File: config.mk
export PLATFORM = sky130hd
export DESIGN_NAME = leaky_bucket_monitor
export DESIGN_NICKNAME = d
export VERILOG_FILES = /design/src/rtl/lbm_pkg.sv /design/src/rtl/lbm_window_timer.sv /design/src/rtl/lbm_bucket.sv /design/src/rtl/lbm_alarm.sv /design/src/rtl/leaky_bucket_monitor.sv
export SDC_FILE = /design/constraint.sdc
export NUM_CORES = 1
export LEC_CHECK = 0
export BUFFER_PORTS_ARGS = -buffer_cell sky130_fd_sc_hd__buf_2
export CORE_MARGIN = 5
export CORE_UTILIZATION = 40
export CTS_CLUSTER_SIZE = 16
export DETAILED_ROUTE_END_ITERATION = 8
export GPL_TIMING_DRIVEN = 0
export HOLD_SLACK_MARGIN = 0.15
export SYNTH_ARGS = -nofsm -noshare
export SYNTH_HDL_FRONTEND = slang
export SYNTH_SLANG_ARGS = --single-unit
File: constraint.sdc
create_clock -name clk -period 3 [get_ports clk]
set_clock_uncertainty 0.1 [all_clocks]
set_input_delay 0 -clock clk [delete_from_list [all_inputs] [get_ports clk]]
set_output_delay 0 -clock clk [all_outputs]
set_load 0.05 [all_outputs]
File: src/rtl/lbm_pkg.sv
package lbm_pkg;

  // Window events produced by the timer for the bucket
  typedef struct packed {
    logic fill_close;  // a fill window ends this cycle
    logic leak_close;  // a leak window ends this cycle
    logic fill_dirty;  // closing fill window saw a strobe
    logic leak_clean;  // closing leak window saw no strobe
  } lbm_evt_t;

  // Threshold code to level: code 0 means level 1
  function automatic int unsigned thr_decode(int unsigned code);
    return code + 1;
  endfunction

  // Saturating bucket step, increment has priority
  function automatic int unsigned bucket_next(int unsigned lvl, bit up,
                                              bit down, int unsigned top);
    if (up && lvl < top)
      return lvl + 1;
    else if (up)
      return lvl;
    else if (down && lvl > 0)
      return lvl - 1;
    return lvl;
  endfunction

  // Hysteresis: set beats clear, otherwise hold
  function automatic bit alarm_next(int unsigned lvl, int unsigned set_lvl,
                                    int unsigned clr_lvl, bit cur);
    if (lvl >= set_lvl)
      return 1'b1;
    else if (lvl <= clr_lvl)
      return 1'b0;
    return cur;
  endfunction

endpackage

File: src/rtl/lbm_window_timer.sv
module lbm_window_timer
  import lbm_pkg::*;
#(
  parameter int unsigned FILL_W = 4,
  parameter int unsigned MULT_W = 4
) (
  input  logic              clk,
  input  logic              rst_n,
  input  logic              tick_i,
  input  logic              hit_i,
  input  logic [FILL_W-1:0] fill_code_i,
  input  logic [MULT_W-1:0] mult_code_i,
  output lbm_evt_t          evt_o
);

  logic [FILL_W-1:0] fill_cnt_q;
  logic [MULT_W-1:0] leak_cnt_q;
  logic              fill_dirty_q;
  logic              leak_dirty_q;

  logic fill_close;
  logic leak_close;
  logic fill_seen;
  logic leak_seen;

  // a strobe on the closing cycle still belongs to the closing window
  assign fill_seen  = fill_dirty_q | hit_i;
  assign leak_seen  = leak_dirty_q | hit_i;
  assign fill_close = tick_i && (fill_cnt_q >= fill_code_i);
  assign leak_close = fill_close && (leak_cnt_q >= mult_code_i);

  always_comb begin
    evt_o.fill_close = fill_close;
    evt_o.leak_close = leak_close;
    evt_o.fill_dirty = fill_close & fill_seen;
    evt_o.leak_clean = leak_close & ~leak_seen;
  end

  always_ff @(posedge clk or negedge rst_n) begin
    if (!rst_n) begin
      fill_cnt_q <= '0;
      leak_cnt_q <= '0;
    end else if (tick_i) begin
      if (fill_close) begin
        fill_cnt_q <= '0;
        if (leak_close)
          leak_cnt_q <= '0;
        else
          leak_cnt_q <= leak_cnt_q + 1'b1;
      end else begin
        fill_cnt_q <= fill_cnt_q + 1'b1;
      end
    end
  end

  always_ff @(posedge clk or negedge rst_n) begin
    if (!rst_n) begin
      fill_dirty_q <= 1'b0;
      leak_dirty_q <= 1'b0;
    end else begin
      fill_dirty_q <= fill_close ? 1'b0 : fill_seen;
      leak_dirty_q <= leak_close ? 1'b0 : leak_seen;
    end
  end

endmodule

File: src/rtl/lbm_bucket.sv
module lbm_bucket
  import lbm_pkg::*;
#(
  parameter int unsigned LVL_MAX = 64,
  parameter int unsigned LVL_W   = 7
) (
  input  logic             clk,
  input  logic             rst_n,
  input  logic             inc_i,
  input  logic             dec_i,
  output logic [LVL_W-1:0] level_d_o,
  output logic [LVL_W-1:0] level_q_o
);

  assign level_d_o = LVL_W'(bucket_next(32'(level_q_o), inc_i, dec_i, LVL_MAX));

  always_ff @(posedge clk or negedge rst_n) begin
    if (!rst_n)
      level_q_o <= '0;
    else
      level_q_o <= level_d_o;
  end

endmodule

File: src/rtl/lbm_alarm.sv
module lbm_alarm
  import lbm_pkg::*;
#(
  parameter int unsigned THR_W = 6,
  parameter int unsigned LVL_W = 7
) (
  input  logic             clk,
  input  logic             rst_n,
  input  logic [LVL_W-1:0] level_d_i,
  input  logic [THR_W-1:0] set_code_i,
  input  logic [THR_W-1:0] clr_code_i,
  output logic             alarm_q_o
);

  logic        alarm_d;
  int unsigned set_lvl;
  int unsigned clr_lvl;

  assign set_lvl = thr_decode(32'(set_code_i));
  assign clr_lvl = thr_decode(32'(clr_code_i));
  assign alarm_d = alarm_next(32'(level_d_i), set_lvl, clr_lvl, alarm_q_o);

  always_ff @(posedge clk or negedge rst_n) begin
    if (!rst_n)
      alarm_q_o <= 1'b0;
    else
      alarm_q_o <= alarm_d;
  end

endmodule

File: src/rtl/leaky_bucket_monitor.sv
module leaky_bucket_monitor
  import lbm_pkg::*;
#(
  parameter int unsigned FILL_W  = 4,
  parameter int unsigned MULT_W  = 4,
  parameter int unsigned THR_W   = 6,
  parameter int unsigned LVL_MAX = 64,
  localparam int unsigned LVL_W  = $clog2(LVL_MAX + 1)
) (
  input  logic              clk,
  input  logic              rst_n,
  input  logic              tick_ms_i,
  input  logic              abn_hit_i,
  input  logic [FILL_W-1:0] fill_win_i,
  input  logic [MULT_W-1:0] leak_mult_i,
  input  logic [THR_W-1:0]  thr_set_i,
  input  logic [THR_W-1:0]  thr_clr_i,
  output logic [LVL_W-1:0]  bucket_lvl_o,
  output logic              alarm_o
);

  lbm_evt_t         evt;
  logic             fill_close;
  logic             leak_close;
  logic             fill_inc;
  logic             leak_dec;
  logic [LVL_W-1:0] level_d;

  // named internal events, observed by the checker
  assign fill_close = evt.fill_close;
  assign leak_close = evt.leak_close;
  assign fill_inc   = evt.fill_dirty;
  assign leak_dec   = evt.leak_clean;

  lbm_window_timer #(
    .FILL_W (FILL_W),
    .MULT_W (MULT_W)
  ) u_timer (
    .clk         (clk),
    .rst_n       (rst_n),
    .tick_i      (tick_ms_i),
    .hit_i       (abn_hit_i),
    .fill_code_i (fill_win_i),
    .mult_code_i (leak_mult_i),
    .evt_o       (evt)
  );

  lbm_bucket #(
    .LVL_MAX (LVL_MAX),
    .LVL_W   (LVL_W)
  ) u_bucket (
    .clk       (clk),
    .rst_n     (rst_n),
    .inc_i     (fill_inc),
    .dec_i     (leak_dec),
    .level_d_o (level_d),
    .level_q_o (bucket_lvl_o)
  );

  lbm_alarm #(
    .THR_W (THR_W),
    .LVL_W (LVL_W)
  ) u_alarm (
    .clk        (clk),
    .rst_n      (rst_n),
    .level_d_i  (level_d),
    .set_code_i (thr_set_i),
    .clr_code_i (thr_clr_i),
    .alarm_q_o  (alarm_o)
  );

endmodule

==> results.md <==
* Num rows at 24
* Die Wd at 76.5 µm
* Power, Total at 1800 µW
* Longest Clk Path Bufs at 2
* Max-slew headroom at 43.2%
* Die Y-Extent at 76.5 µm
* Initial Utilization at 40.9%
* Setup crit end kind: register
* Ys Warns at 0
* Layout cells sized above 1 at 35.1%
* DRC at 0
* Commonest non-fill, non-tap cell in the layout: buf_2
* Most used routing layer: met2
* Clock power share at 11.3%
* Final hold vios at 0
* Syn_nets at 250
* Port bufs at 30
* Nets at 305
* Comb pwr share at 65.2%
* Synth Flop Type: dfrtp_1
* Routed WL at 4.12 mm
* Synth unique cells at 47
* GRT met1 Usage at 18.2%
* Delay-heaviest family, CP: compound AO/OA/AOI/OAI gates
* Detailed Routing Iterations Pass 1 at 4
* IR drop worst, VDD at 0.000366 V
* Clock Latency Late Sink at 260 ps
* First-pass GRT wire length at 7.15 mm
* Reg clk slew, reported paths at 70 ps
* Number of synthesized register bits at 18
* Via Count at 1619
* Worst-path fanout max at 5
* Syn Std Cell Area at 1770 µm²
* Vias per inst at 5.34
* Area Overhead vs Synth at 34.0%
* Slowest cell on the critical path: dfrtp_1
* Most common cell on crit path: a2111oi_4
* CTS tree: built
* Reg power frac at 23.5%
* Placer congestion estimate at 0.781
* # setup viols final at 1
* Leakage at 0.00113 µW
* GRT overflow at 0
* Post-synth ARST share at 100%
* Post-Syn Instances at 197
* H-tree depth at 1
* Final min period at 3150 ps
* Slowest stage delay, CP at 400 ps
* Crit Path Class: reg -> reg
* Int Power at 965 µW
* Tot GR Track Use at 14.5%
* Clock sink count at 18
* HP Class: in -> reg
* EDFF count, synth at 0
* Initial antenna violation count at 0
* Slew Limit Fails at 0
* Seq/Total Area, Yosys at 25.5%
* Highest clock rate at 0.318 GHz
* Worst setup SP type: register
* Most frequent cells in the layout: 30 x buf_2, 26 x ha_1, 19 x inv_1
* Vias in the first global route at 1631
* Layout Utilization at 54.8%
* ANT cells at 0
* Mean area per synthesized cell at 8.98 µm²
* Met3 Use GR at 2.60%
* Worst-path cell chain: inv_2, ha_4, nand2b_4, a2111oi_4, buf_6, nor4b_4, a32o_2, a2111oi_4, ha_2, nand3_2, o21ai_2, a221oi_4, a2111o_1
* WP data arrival at 3180 ps
* Core Footprint at 4320 µm²
* Tcrit/Tclk final at 105%
* GR Layer Usage met2 at 25.2%
* Dpl hpwl at 3.06 mm
* Post-route ant nets at 0
* Worst slew pin tran at 849 ps
* Violated checks: negative setup slack
* Buf+Inv Stages, Crit Path at 2
* Largest net degree at the start of global routing at 19
* Post-DR wirelength/cell at 13.6 µm
* Status: finished, violations left
* Final WS setup at -147 ps
* Clock root cell: clkbuf_8
* Die ar. at 5850 µm²
* Pwr/cell area at 760 nW/µm²
* Switch share at 46.4%
* IO Pins at 32
* Setup_tns at -147 ps
* Initial DRC count at 44
* Hold Slack at 275 ps
* Clock buffer count from CTS at 3
* Max-cap viol count at 0
* CP Data Required Time at 3040 ps
* RSZ-0062 raised after global routing: yes
* Sw Pwr at 836 µW
-- power by group through the flow --
stage,clock network (µW),logic (µW),registers (µW)
floorplan,0,650,520
global placement,0,953,429
detailed placement,0,963,430
CTS,209,1120,425
global route,219,1310,435
finish,204,1170,423
-- registers in the layout (all words and copies together), names as in the netlist --
signal and count:
u_bucket.level_q_o 7, u_timer.fill_cnt_q 4, u_timer.leak_cnt_q 4, u_alarm.alarm_q_o 1, u_timer.fill_dirty_q 1, u_timer.leak_dirty_q 1
-- final cells by class --
class | instances | area (µm²)
clock buffer | 4 | 55.1
sequential | 18 | 455
multi-input combinational | 154 | 1360
buffer | 4 | 33.8
timing repair buffer | 51 | 324
inverter | 20 | 75.1
fill | 411 | 1950
tap | 52 | 65.1
-- cell usage after synthesis, drive strengths merged (2+ instances only) --
| cell | count | area, µm² |
|---|---|---|
| a21o | 3 | 22.5 |
| clkbuf | 2 | 7.51 |
| o2111ai | 2 | 17.5 |
| nand2 | 7 | 26.3 |
| o21a | 4 | 30.0 |
| nor4b | 2 | 23.8 |
| dfrtp | 18 | 450 |
| nand3 | 14 | 70.1 |
| a2111oi | 2 | 42.5 |
| and2 | 2 | 12.5 |
| nand2b | 5 | 38.8 |
| and3 | 5 | 31.3 |
| a21oi | 6 | 30.0 |
| xnor2 | 7 | 61.3 |
| xor2 | 6 | 52.6 |
| o2bb2ai | 2 | 17.5 |
| buf | 3 | 27.5 |
| nor2b | 4 | 25.0 |
| inv | 20 | 75.1 |
| nor4 | 3 | 33.8 |
| ha | 29 | 363 |
| nand4 | 3 | 18.8 |
| nor3 | 8 | 40.0 |
| nor2 | 10 | 37.5 |
| o21ai | 14 | 70.1 |
-- per-layer routing --
layer	vias to the layer above	routed length [µm]
li1	826	-
met1	758	1870
met2	30	2040
met3	5	155
met4	0	46
met5	-	0
-- timing repair --
item	4_1_cts	5_1_grt
endpoints found under the setup margin	1	1
endpoints found under the hold margin	25	0
pin swaps	14	12
resized for setup	19	12
gates cloned	0	0
setup buffers	15	1
hold buffers	5	0
-- final timing paths --
path	start	end	slack, ps	depth (start not counted)
max in group asynchronous	rst_n	u_bucket.level_q_o[0]$_DFF_PN0_	1400	3
hold reg to reg	u_timer.fill_cnt_q[3]$_DFFE_PN0P_	u_timer.fill_cnt_q[3]$_DFFE_PN0P_	420	1
setup / recovery	u_timer.leak_cnt_q[0]$_DFFE_PN0P_	u_alarm.alarm_q_o$_DFFE_PN0P_	-150	13
setup reg to reg	u_timer.leak_cnt_q[0]$_DFFE_PN0P_	u_alarm.alarm_q_o$_DFFE_PN0P_	-150	13
min in group asynchronous	rst_n	u_timer.fill_cnt_q[2]$_DFFE_PN0P_	820	3
hold / removal	thr_set_i[4]	u_alarm.alarm_q_o$_DFFE_PN0P_	280	5
-- stage by stage --
stage	instances	cell area (µm²)	setup WS, ps
floorplan	197	1780	-82.1
global placement	279	2000	-458
detailed placement	279	2000	-517
CTS	302	2300	-209
global route	303	2370	-308
finish	303	2370	-147
-- worst register-to-register path, cell delays in order, from the launching register on --
cell       delay [ps]
dfrtp_1           400
inv_2              80
ha_4              190
nand2b_4          140
a2111oi_4         290
buf_6             180
nor4b_4            70
a32o_2            300
a2111oi_4         390
ha_2              210
nand3_2           100
o21ai_2           180
a221oi_4           50
a2111o_1          350
-- cells by family after synthesis --
kind of cell	count (synthesis)	share of synthesized area (%)
muxes	1	0.566
buffers and inverters	25	6.22
DFF	18	25.5
xor gates and xnor gates	13	6.44
and+or+nand+nor	65	21.3
AOI/OAI and AO/OA	46	19.5
adders and majority gates	29	20.5
(Power assumes the default switching activity.)
